**config.mk**
```make
export PLATFORM = sky130hd
export DESIGN_NAME = hz_interlock
export DESIGN_NICKNAME = d
export VERILOG_FILES = /design/src/rtl/hz_pkg.sv /design/src/rtl/hz_scoreboard.sv /design/src/rtl/hz_hazard_eval.sv /design/src/rtl/hz_wb_order.sv /design/src/rtl/hz_interlock.sv
export SDC_FILE = /design/constraint.sdc
export NUM_CORES = 1
export LEC_CHECK = 0
export BUFFER_PORTS_ARGS = -buffer_cell sky130_fd_sc_hd__buf_2
export CORE_UTILIZATION = 60
export DETAILED_ROUTE_END_ITERATION = 6
export GPL_TIMING_DRIVEN = 0
export PLACE_DENSITY = 0.8
export SKIP_CTS_REPAIR_TIMING = 1
export SYNTH_ARGS = -nofsm -noshare
export SYNTH_HDL_FRONTEND = slang
export SYNTH_SLANG_ARGS = --single-unit
```
**constraint.sdc**
```tcl
create_clock -name clk -period 14.45 [get_ports clk]
set_clock_uncertainty 0.2 [all_clocks]
set_input_delay 1.445 -clock clk [delete_from_list [all_inputs] [get_ports clk]]
set_output_delay 1.445 -clock clk [all_outputs]
set_load 0.005 [all_outputs]
```
**src/rtl/hz_pkg.sv**
```systemverilog
package hz_pkg;

    typedef enum logic [1:0] {
        U_ALU = 2'd0,
        U_MUL = 2'd1,
        U_DIV = 2'd2,
        U_RSV = 2'd3
    } unit_e;

    localparam int LAT_ALU   = 3;
    localparam int LAT_MUL   = 5;
    localparam int LAT_DIV   = 8;
    localparam int PIPE_TAIL = 2;   // memory + writeback stages after execute
    localparam int MAX_DIST  = LAT_DIV + PIPE_TAIL;
    localparam int CNT_W     = $clog2(MAX_DIST + 1);

    typedef logic [CNT_W-1:0] dist_t;

    // Per-register record: distance to writeback of the youngest writer,
    // and how many of those cycles are writeback hold cycles.
    typedef struct packed {
        dist_t cnt;
        dist_t dly;
    } rec_t;

    function automatic dist_t wb_dist(unit_e u);
        case (u)
            U_MUL:   return dist_t'(LAT_MUL + PIPE_TAIL);
            U_DIV:   return dist_t'(LAT_DIV + PIPE_TAIL);
            default: return dist_t'(LAT_ALU + PIPE_TAIL);
        endcase
    endfunction

    function automatic dist_t dist_max(dist_t x, dist_t y);
        return (x > y) ? x : y;
    endfunction

endpackage

```
**src/rtl/hz_scoreboard.sv**
```systemverilog
module hz_scoreboard
    import hz_pkg::*;
#(
    parameter int NREG = 32,
    localparam int AW  = $clog2(NREG)
) (
    input  logic                  clk,
    input  logic                  rst,
    input  logic                  alloc_en,
    input  logic [AW-1:0]         alloc_reg,
    input  rec_t                  alloc_rec,
    output rec_t [NREG-1:0]       recs
);

    for (genvar g = 0; g < NREG; g++) begin : g_reg
        if (g == 0) begin : g_zero
            assign recs[g] = '0;
        end else begin : g_live
            rec_t r;
            always_ff @(posedge clk) begin
                if (rst) begin
                    r <= '0;
                end else if (alloc_en && alloc_reg == AW'(g)) begin
                    r <= alloc_rec;
                end else if (r.cnt != '0) begin
                    r.cnt <= r.cnt - 1'b1;
                end
            end
            assign recs[g] = r;
        end
    end

endmodule

```
**src/rtl/hz_hazard_eval.sv**
```systemverilog
module hz_hazard_eval
    import hz_pkg::*;
#(
    parameter int NREG   = 32,
    parameter bit FWD_EN = 1'b1,
    localparam int AW    = $clog2(NREG)
) (
    input  logic                  valid,
    input  unit_e                 unit,
    input  logic                  wen,
    input  logic [AW-1:0]         dst,
    input  logic [AW-1:0]         src_a,
    input  logic [AW-1:0]         src_b,
    input  dist_t [NREG-1:0]      cnts,
    input  logic                  cap_a,
    input  logic                  cap_b,
    output logic                  stall_id,
    output logic                  issue,
    output logic                  fwd_hit,
    output logic                  rd_a,
    output logic                  rd_b,
    output logic                  alloc_en,
    output logic [AW-1:0]         alloc_reg,
    output rec_t                  alloc_rec
);

    // Largest remaining distance at which a source may be consumed.
    localparam dist_t THR = FWD_EN ? dist_t'(PIPE_TAIL + 1) : dist_t'(1);

    dist_t ca, cb, nat, cd;
    logic  need_a, need_b, ok_a, ok_b;

    always_comb begin
        need_a   = (src_a != '0);
        need_b   = (src_b != '0);
        ca       = cnts[src_a];
        cb       = cnts[src_b];
        ok_a     = !need_a || (ca <= THR);
        ok_b     = !need_b || (cb <= THR);
        stall_id = valid && !(ok_a && ok_b);
        issue    = valid && ok_a && ok_b;
        fwd_hit  = issue && ((need_a && ca > dist_t'(1)) || (need_b && cb > dist_t'(1)));
        rd_a     = valid && ok_a && !cap_a;
        rd_b     = valid && ok_b && !cap_b;

        nat           = wb_dist(unit);
        cd            = cnts[dst];
        alloc_en      = issue && wen && (dst != '0);
        alloc_reg     = dst;
        alloc_rec.cnt = dist_max(nat, cd);
        alloc_rec.dly = alloc_rec.cnt - nat;
    end

endmodule

```
**src/rtl/hz_wb_order.sv**
```systemverilog
module hz_wb_order
    import hz_pkg::*;
#(
    parameter int NREG = 32
) (
    input  rec_t [NREG-1:0]  recs,
    output logic [NREG-1:0]  wb_mask,
    output logic             stall_wb
);

    logic [NREG-1:0] hold;

    for (genvar g = 0; g < NREG; g++) begin : g_reg
        assign wb_mask[g] = (recs[g].cnt == dist_t'(1));
        assign hold[g]    = (recs[g].dly != '0) && (recs[g].cnt >= dist_t'(2))
                            && ((recs[g].cnt - 1'b1) <= recs[g].dly);
    end

    assign stall_wb = |hold;

endmodule

```
**src/rtl/hz_interlock.sv**
```systemverilog
module hz_interlock
    import hz_pkg::*;
#(
    parameter int NREG   = 32,
    parameter bit FWD_EN = 1'b1,
    localparam int AW    = $clog2(NREG)
) (
    input  logic             clk,
    input  logic             rst,
    input  logic             id_valid,
    input  logic [1:0]       id_unit,
    input  logic             id_wen,
    input  logic [AW-1:0]    id_dst,
    input  logic [AW-1:0]    id_src_a,
    input  logic [AW-1:0]    id_src_b,
    output logic             stall_id,
    output logic             stall_wb,
    output logic             issue,
    output logic             fwd_hit,
    output logic             rd_a,
    output logic             rd_b,
    output logic [NREG-1:0]  wb_mask
);

    rec_t  [NREG-1:0] recs;
    dist_t [NREG-1:0] cnts;
    logic             alloc_en;
    logic [AW-1:0]    alloc_reg;
    rec_t             alloc_rec;
    logic             cap_a, cap_b;

    for (genvar g = 0; g < NREG; g++) begin : g_cnt
        assign cnts[g] = recs[g].cnt;
    end

    // Sources already latched for the instruction waiting in decode.
    always_ff @(posedge clk) begin
        if (rst || issue || !id_valid) begin
            cap_a <= 1'b0;
            cap_b <= 1'b0;
        end else begin
            cap_a <= cap_a | rd_a;
            cap_b <= cap_b | rd_b;
        end
    end

    hz_hazard_eval #(.NREG(NREG), .FWD_EN(FWD_EN)) u_eval (
        .valid     (id_valid),
        .unit      (unit_e'(id_unit)),
        .wen       (id_wen),
        .dst       (id_dst),
        .src_a     (id_src_a),
        .src_b     (id_src_b),
        .cnts      (cnts),
        .cap_a     (cap_a),
        .cap_b     (cap_b),
        .stall_id  (stall_id),
        .issue     (issue),
        .fwd_hit   (fwd_hit),
        .rd_a      (rd_a),
        .rd_b      (rd_b),
        .alloc_en  (alloc_en),
        .alloc_reg (alloc_reg),
        .alloc_rec (alloc_rec)
    );

    hz_scoreboard #(.NREG(NREG)) u_sb (
        .clk       (clk),
        .rst       (rst),
        .alloc_en  (alloc_en),
        .alloc_reg (alloc_reg),
        .alloc_rec (alloc_rec),
        .recs      (recs)
    );

    hz_wb_order #(.NREG(NREG)) u_wb (
        .recs      (recs),
        .wb_mask   (wb_mask),
        .stall_wb  (stall_wb)
    );

endmodule

```
==> reports/qor.csv, run 1 <==
stage,metric,value,unit
clocking,h-tree-depth,1,
detailed_routing,antenna_left,0,
floorplanning,num_rows,67,
sta,drv_slew,0,
global_routing,grt_pass1_vias,20640,
final_layout,final_cell_area,22600,sq um
sta,timing.hold.ws,293,ps
clocking,clock_latency,580,ps
clocking,cts.sinks,250,
worst_hold_path,hold_class,register to register,
setup_path,r2r_slack,7530,ps
synthesis,syn-mean-instance-area,8.06,sq um
final_layout,fin_util,66.8,%
synthesis,synth_edf_count,0,
detailed_routing,wl_per_cell,27.6,um
setup_path,reg2reg_to,u_sb.recs[170],
placed_design,gp_congestion,1.11,
clocking,cts_tree,done,
synthesis,synth.top_cell.area_share,24.1,%
global_routing,antenna_found_initial,5,
run,cap_viol_max_count,0,
detailed_routing,drt_iter0_drc,2882,
sta,final-hold-violation-count,0,
final_layout,fin_nets,2938,
clocking,numCtsBuffers,29,
power_and_ir_drop,ir_worst_vdd,0.000151,V
synthesis,ys_warn_count,0,
placed_design,preCtsSetupSlack,6190,ps
floorplanning,die_area,35400,sq um
clocking,cts-root-buf,clkbuf_16,
sta,fmax,0.121,GHz
floorplanning,initial_utilization,61.5,%
global_routing,grt_usage,48.3,%
outcome,violations,design-rule violations,
floorplanning,die_h,188,um
synthesis,syn_nets,2855,
synthesis,ys_ff_latch,250,
synthesis,synth_area_leaders,"dfxtp_1, ha_1, o21ai_0, nand4_1, a21oi_1",
detailed_routing,route.vias.total,21972,
synthesis,synth_top_area_cell,dfxtp_1,
sta,worstMarginPinSlew,1450,ps
sta,period_share,57.1,%
synthesis,async_reset_ff_share,0,%
power_and_ir_drop,power.density,254,nW/um^2
global_routing,grtUsageMet3,15.6,%
detailed_routing,wl,86500,um
setup_path,critical_path.startpoint_type,input pin,
floorplanning,boundaryPins,59,
global_routing,grt_max_degree,14,
clocking,clk_pin_slew,60,ps
global_routing,met2_usage,70.0,%
final_layout,drive_gt1_share,9.29,%
final_layout,syn_to_final_growth,8.66,%
global_routing,gr-total-overflow,0,
synthesis,ys_seq_area_share,24.1,%
sta,slew_headroom,3.28,%
global_routing,grt_util_met1,60.4,%
sta,fin_ws,6190,ps
detailed_routing,dr.pass1.iters,7,
power_and_ir_drop,power_leakage,8.34,nW
synthesis,syn-cell-area,20800,sq um
outcome,status,"finished, violations left",
placed_design,place_area,21600,sq um
floorplanning,dieWidth,188,um
synthesis,postSynthCellCount,2576,
setup_path,crit_fanout,10,
setup_path,rr_startpoint,u_sb.recs[37],
global_routing,busiest_layer,met2,
sta,fin_crit,8260,ps
setup_path,cp-end-kind,register,
setup_path,worstPathRequired,14750,ps
sta,rsz0062_at_grt,no,
setup_path,worstSetupPathType,input pin to register,
clocking,ctsLongestPathBuffers,3,
placed_design,io_buffer_count,52,
synthesis,ys_types,78,
setup_path,reg2regPathDepth,19,
placed_design,dp_hpwl,66200,um
global_routing,grt_pass1_wl,128000,um
floorplanning,core_area,33800,sq um
sta,setup_viol,0,
sta,tns,0,ps
synthesis,synth-main-ff-cell,dfxtp_1,
detailed_routing,viasPerCell,7.02,
setup_path,critPathLaunch,id_dst[0],
setup_path,arrival,8560,ps
setup_path,endpoint,u_sb.recs[170],
detailed_routing,drc,3,
synth_stat cells, types with 57 or more instances:
cell type	instances
nor4_1	61
inv_1	199
clkbuf_1	99
nand2_1	81
nand4_1	224
buf_2	57
o21a_1	89
and2_1	65
nor3_1	78
xor2_1	64
ha_1	257
o21ai_0	284
a21boi_0	62
a21oi_1	228
dfxtp_1	250
nor2_1	107
where the power goes:
group	total, mW	internal, mW	switching (mW)
combinational	3.71	1.40	2.32
clock	0.776	0.456	0.320
sequential	1.25	0.865	0.381
total	5.74	2.72	3.02
kinds of logic after synthesis:
logic type      share of synthesized area, %
compound gates                          22.1
simple gates                            20.0
buf+inv                                 7.71
fa+ha+maj                               15.6
flops                                   24.1
xor+xnor                                4.01
mux                                     6.43
other cells                           0.0181
critical path: stages:
cell and delay [ps]:
buf_2 200, buf_4 320, and2_1 170, clkbuf_1 710
a221oi_1 330, a211oi_1 500, o21ai_0 320, inv_1 110
ha_1 140, nor2b_1 40, o21a_1 160, o21a_1 160
o21ai_1 460, mux2i_1 920, buf_2 460, inv_1 80
ha_1 180, inv_1 90, fa_1 180, xor2_1 330
clkbuf_1 810, nand4_1 220, a21oi_1 190
state kept, by name (all words and copies together), names as in the netlist:
name / cells
u_sb.recs: 248
cap_a: 1
cap_b: 1
layout by cell type, fill, tap and decap left out, types with 61 or more instances in the layout:
cell type	n
o21ai_0	284
ha_1	257
xor2_1	64
dfxtp_1	250
nor2_1	107
nor4_1	61
nor3_1	78
a21boi_0	62
inv_1	199
a21oi_1	228
nand4_1	224
clkbuf_1	102
o21a_1	89
buf_2	109
nand2_1	81
and2_1	65
through the flow:
stage	power, mW	cells
final	5.74	3130
after global routing	6.06	3128
after CTS	5.55	3127
after detailed placement	4.76	3076
after global placement	4.59	3076
after floorplan	3.49	2576
final cells by class:
class / instances / area, sq um
Multi-Input combinational cell: 1941 / 14200
Fill cell: 2896 / 11200
Sequential cell: 250 / 5000
Buffer: 185 / 850
Clock buffer: 36 / 792
Inverter: 200 / 751
Tap cell: 448 / 561
Timing Repair Buffer: 52 / 260
Clock inverter: 15 / 178
Antenna cell: 3 / 7.51
worst min path at each step:
stage,start,to,cells past startpoint
final,u_sb.recs[26],u_sb.recs[26],2
after global routing,u_sb.recs[122],u_sb.recs[122],2
after CTS,u_sb.recs[26],u_sb.recs[26],2
after detailed placement,u_sb.recs[26],u_sb.recs[26],2
after global placement,u_sb.recs[217],u_sb.recs[217],2
after floorplan,u_sb.recs[50],u_sb.recs[50],2
metal layers:
layer / wire length (um) / share of wire (%)
met5: 34 / 0.039
met4: 7120 / 8.2
met3: 11700 / 14
met2: 35200 / 41
met1: 32400 / 37
No activity file was read; power rests on OpenSTA's default activity.
==> inputs of run 2 (changes only) <==
--- a/config.mk
+++ b/config.mk
@@ -6,10 +6,10 @@
 export NUM_CORES = 1
 export LEC_CHECK = 0
 export BUFFER_PORTS_ARGS = -buffer_cell sky130_fd_sc_hd__buf_2
-export CORE_UTILIZATION = 60
+export CORE_UTILIZATION = 58
 export DETAILED_ROUTE_END_ITERATION = 6
 export GPL_TIMING_DRIVEN = 0
-export PLACE_DENSITY = 0.8
+export PLACE_DENSITY = 0.81
 export SKIP_CTS_REPAIR_TIMING = 1
 export SYNTH_ARGS = -nofsm -noshare
 export SYNTH_HDL_FRONTEND = slang
==> constraint.sdc (replaced) <==
create_clock -name clk -period 6.9 [get_ports clk]
set_clock_uncertainty 0.2 [all_clocks]
set_input_delay 0.69 -clock clk [delete_from_list [all_inputs] [get_ports clk]]
set_output_delay 0.69 -clock clk [all_outputs]
set_load 0.005 [all_outputs]
==> reports/qor.csv, run 2 (synthesis gave the netlist of run 1 again) <==
stage,metric,value,unit,change
run,cap_viol_max_count,0,,unchanged
final_layout,drive_gt1_share,9.56,%,was 9.29%
detailed_routing,viasPerCell,6.98,,was 7.02
setup_path,reg2regPathDepth,17,,was 19
placed_design,io_buffer_count,52,,unchanged
floorplanning,core_area,34900,sq um,was 33800 sq um
floorplanning,num_rows,68,,was 67
power_and_ir_drop,power_leakage,8.34,nW,about the same
sta,setup_viol,0,,unchanged
detailed_routing,dr.pass1.iters,6,,was 7
placed_design,gp_congestion,1.09,,was 1.11
global_routing,grt_max_degree,15,,was 14
setup_path,arrival,7010,ps,was 8560 ps
floorplanning,boundaryPins,59,,unchanged
final_layout,fill_cells,3035,,was 2896
final_layout,largest_reg_flops,248,,unchanged
setup_path,worstSetupPathType,input pin to register,,unchanged
power_and_ir_drop,p_int,5.69,mW,was 2.72 mW
sta,slew_headroom,11.6,%,was 3.28%
detailed_routing,antenna_left,0,,unchanged
sta,worstMarginPinSlew,1320,ps,was 1450 ps
floorplanning,initial_utilization,59.5,%,was 61.5%
worst_hold_path,holdPathStages,2,,unchanged
power_and_ir_drop,p_sw_share,52.8,%,was 52.6%
clocking,cts-root-buf,clkbuf_16,,unchanged
setup_path,critical_path.startpoint_type,input pin,,unchanged
final_layout,final_common_cell,o21ai_0,,unchanged
clocking,clock_latency,580,ps,about the same
setup_path,r2r_slack,600,ps,was 7530 ps
detailed_routing,wl_per_cell,28.1,um,was 27.6 um
global_routing,antenna_found_initial,9,,was 5
sta,final-hold-violation-count,0,,unchanged
power_and_ir_drop,power.total,12.1,mW,was 5.74 mW
worst_hold_path,hold_class,register to register,,unchanged
sta,fin_crit,6810,ps,
clocking,cts.sinks,250,,unchanged
sta,rsz0062_at_grt,no,,unchanged
power_and_ir_drop,power.density,534,nW/um^2,was 254 nW/um^2
global_routing,grt_pass1_vias,20645,,was 20640
floorplanning,die_h,191,um,was 188 um
final_layout,final_cell_mix,"o21ai_0, ha_1, dfxtp_1",,unchanged
detailed_routing,wl,88200,um,was 86500 um
setup_path,crit_fanout,11,,was 10
final_layout,syn_to_final_growth,8.85,%,was 8.66%
clocking,ctsLongestPathBuffers,3,,unchanged
setup_path,worstPathRequired,7100,ps,was 14750 ps
clocking,cts_tree,done,,unchanged
power_and_ir_drop,p_comb_share,65.0,%,was 64.7%
sta,period_share,98.7,%,
floorplanning,dieWidth,191,um,was 188 um
detailed_routing,route.vias.total,21904,,was 21972
outcome,status,finished clean,,"was finished, violations left"
global_routing,grt_pass1_wl,130000,um,was 128000 um
power_and_ir_drop,ir_worst_vdd,0.000332,V,was 0.000151 V
sta,tns,0,ps,unchanged
power_and_ir_drop,p_switching,6.37,mW,was 3.02 mW
clocking,clk_pin_slew,60,ps,about the same
sta,drv_slew,0,,unchanged
placed_design,dp_hpwl,67200,um,was 66200 um
detailed_routing,drt_iter0_drc,2664,,was 2882
sta,fmax,0.147,GHz,
floorplanning,die_area,36600,sq um,was 35400 sq um
power_and_ir_drop,p_clk_share,13.3,%,was 13.5%
final_layout,fin_nets,2937,,was 2938
clocking,numCtsBuffers,29,,unchanged
global_routing,grt_usage,48.0,%,was 48.3%
global_routing,gr-total-overflow,0,,unchanged
detailed_routing,drc,0,,was 3
clocking,h-tree-depth,1,,unchanged
power_and_ir_drop,seq_power_share,21.6,%,was 21.7%
setup_path,cp-end-kind,register,,unchanged
[run 2: stage by stage]
| stage | util (%) | cell area, sq um | setup WS [ps] | std cells | hold WS (ps) |
|---|---|---|---|---|---|
| after floorplan | - | 20800 | 1800 | 2576 | 262 |
| after global placement | 61.9 | 21600 | -345 | 3083 | 277 |
| after detailed placement | 61.9 | 21600 | -426 | 3083 | 283 |
| after CTS | 64.7 | 22600 | 74.8 | 3134 | 288 |
| after global routing | 64.8 | 22600 | 160 | 3134 | 310 |
| final | 64.8 | 22600 | 91.5 | 3137 | 290 |
[run 2: cell type report]
class | instances | area [sq um] | share of cell area [%]
Buffer | 184 | 852 | 3.77
Tap cell | 455 | 569 | 2.52
Inverter | 200 | 751 | 3.32
Timing Repair Buffer | 52 | 260 | 1.15
Antenna cell | 4 | 10.0 | 0.0443
Sequential cell | 250 | 5000 | 22.1
Multi-Input combinational cell | 1941 | 14200 | 62.8
Clock buffer | 39 | 813 | 3.60
Clock inverter | 12 | 149 | 0.659
[run 2: critical path: stages]
cell and delay, ps:
buf_2 210, buf_4 340, buf_4 380, and2b_1 270, buf_2 400, a32oi_1 110
a31oi_1 290, o21ai_0 310, ha_1 390, nor2b_1 140, o21a_1 160, o21a_1 170
o21ai_2 400, mux2i_4 560, buf_2 430, ha_1 310, a21o_1 180, a21oi_1 170
xor2_1 410, buf_2 530, a211oi_1 150
[run 2: power groups by stage]
stage	combinational, mW	clock (mW)	sequential (mW)
2_1_floorplan	5.06	0	2.25
3_3_place_gp	7.12	0	2.55
3_5_place_dp	7.46	0	2.57
4_1_cts	7.52	1.59	2.55
5_1_grt	8.46	1.65	2.62
6_report	7.84	1.61	2.61
[run 2: metal layers]
metal	up-vias	global-route usage, %	part of all wire [%]
met2	1546	70.0	41
met4	4	30.4	7.2
met3	368	14.2	13
met1	10395	61.8	38
met5	-	0	0.023
li1	9591	-	-
[run 2: worst paths after layout]
| path | startpoint | end |
|---|---|---|
| hold / removal | u_sb.recs[105] | u_sb.recs[105] |
| hold reg to reg | u_sb.recs[105] | u_sb.recs[105] |
| setup reg to reg | u_sb.recs[37] | u_sb.recs[163] |
| setup / recovery | id_dst[0] | u_sb.recs[163] |
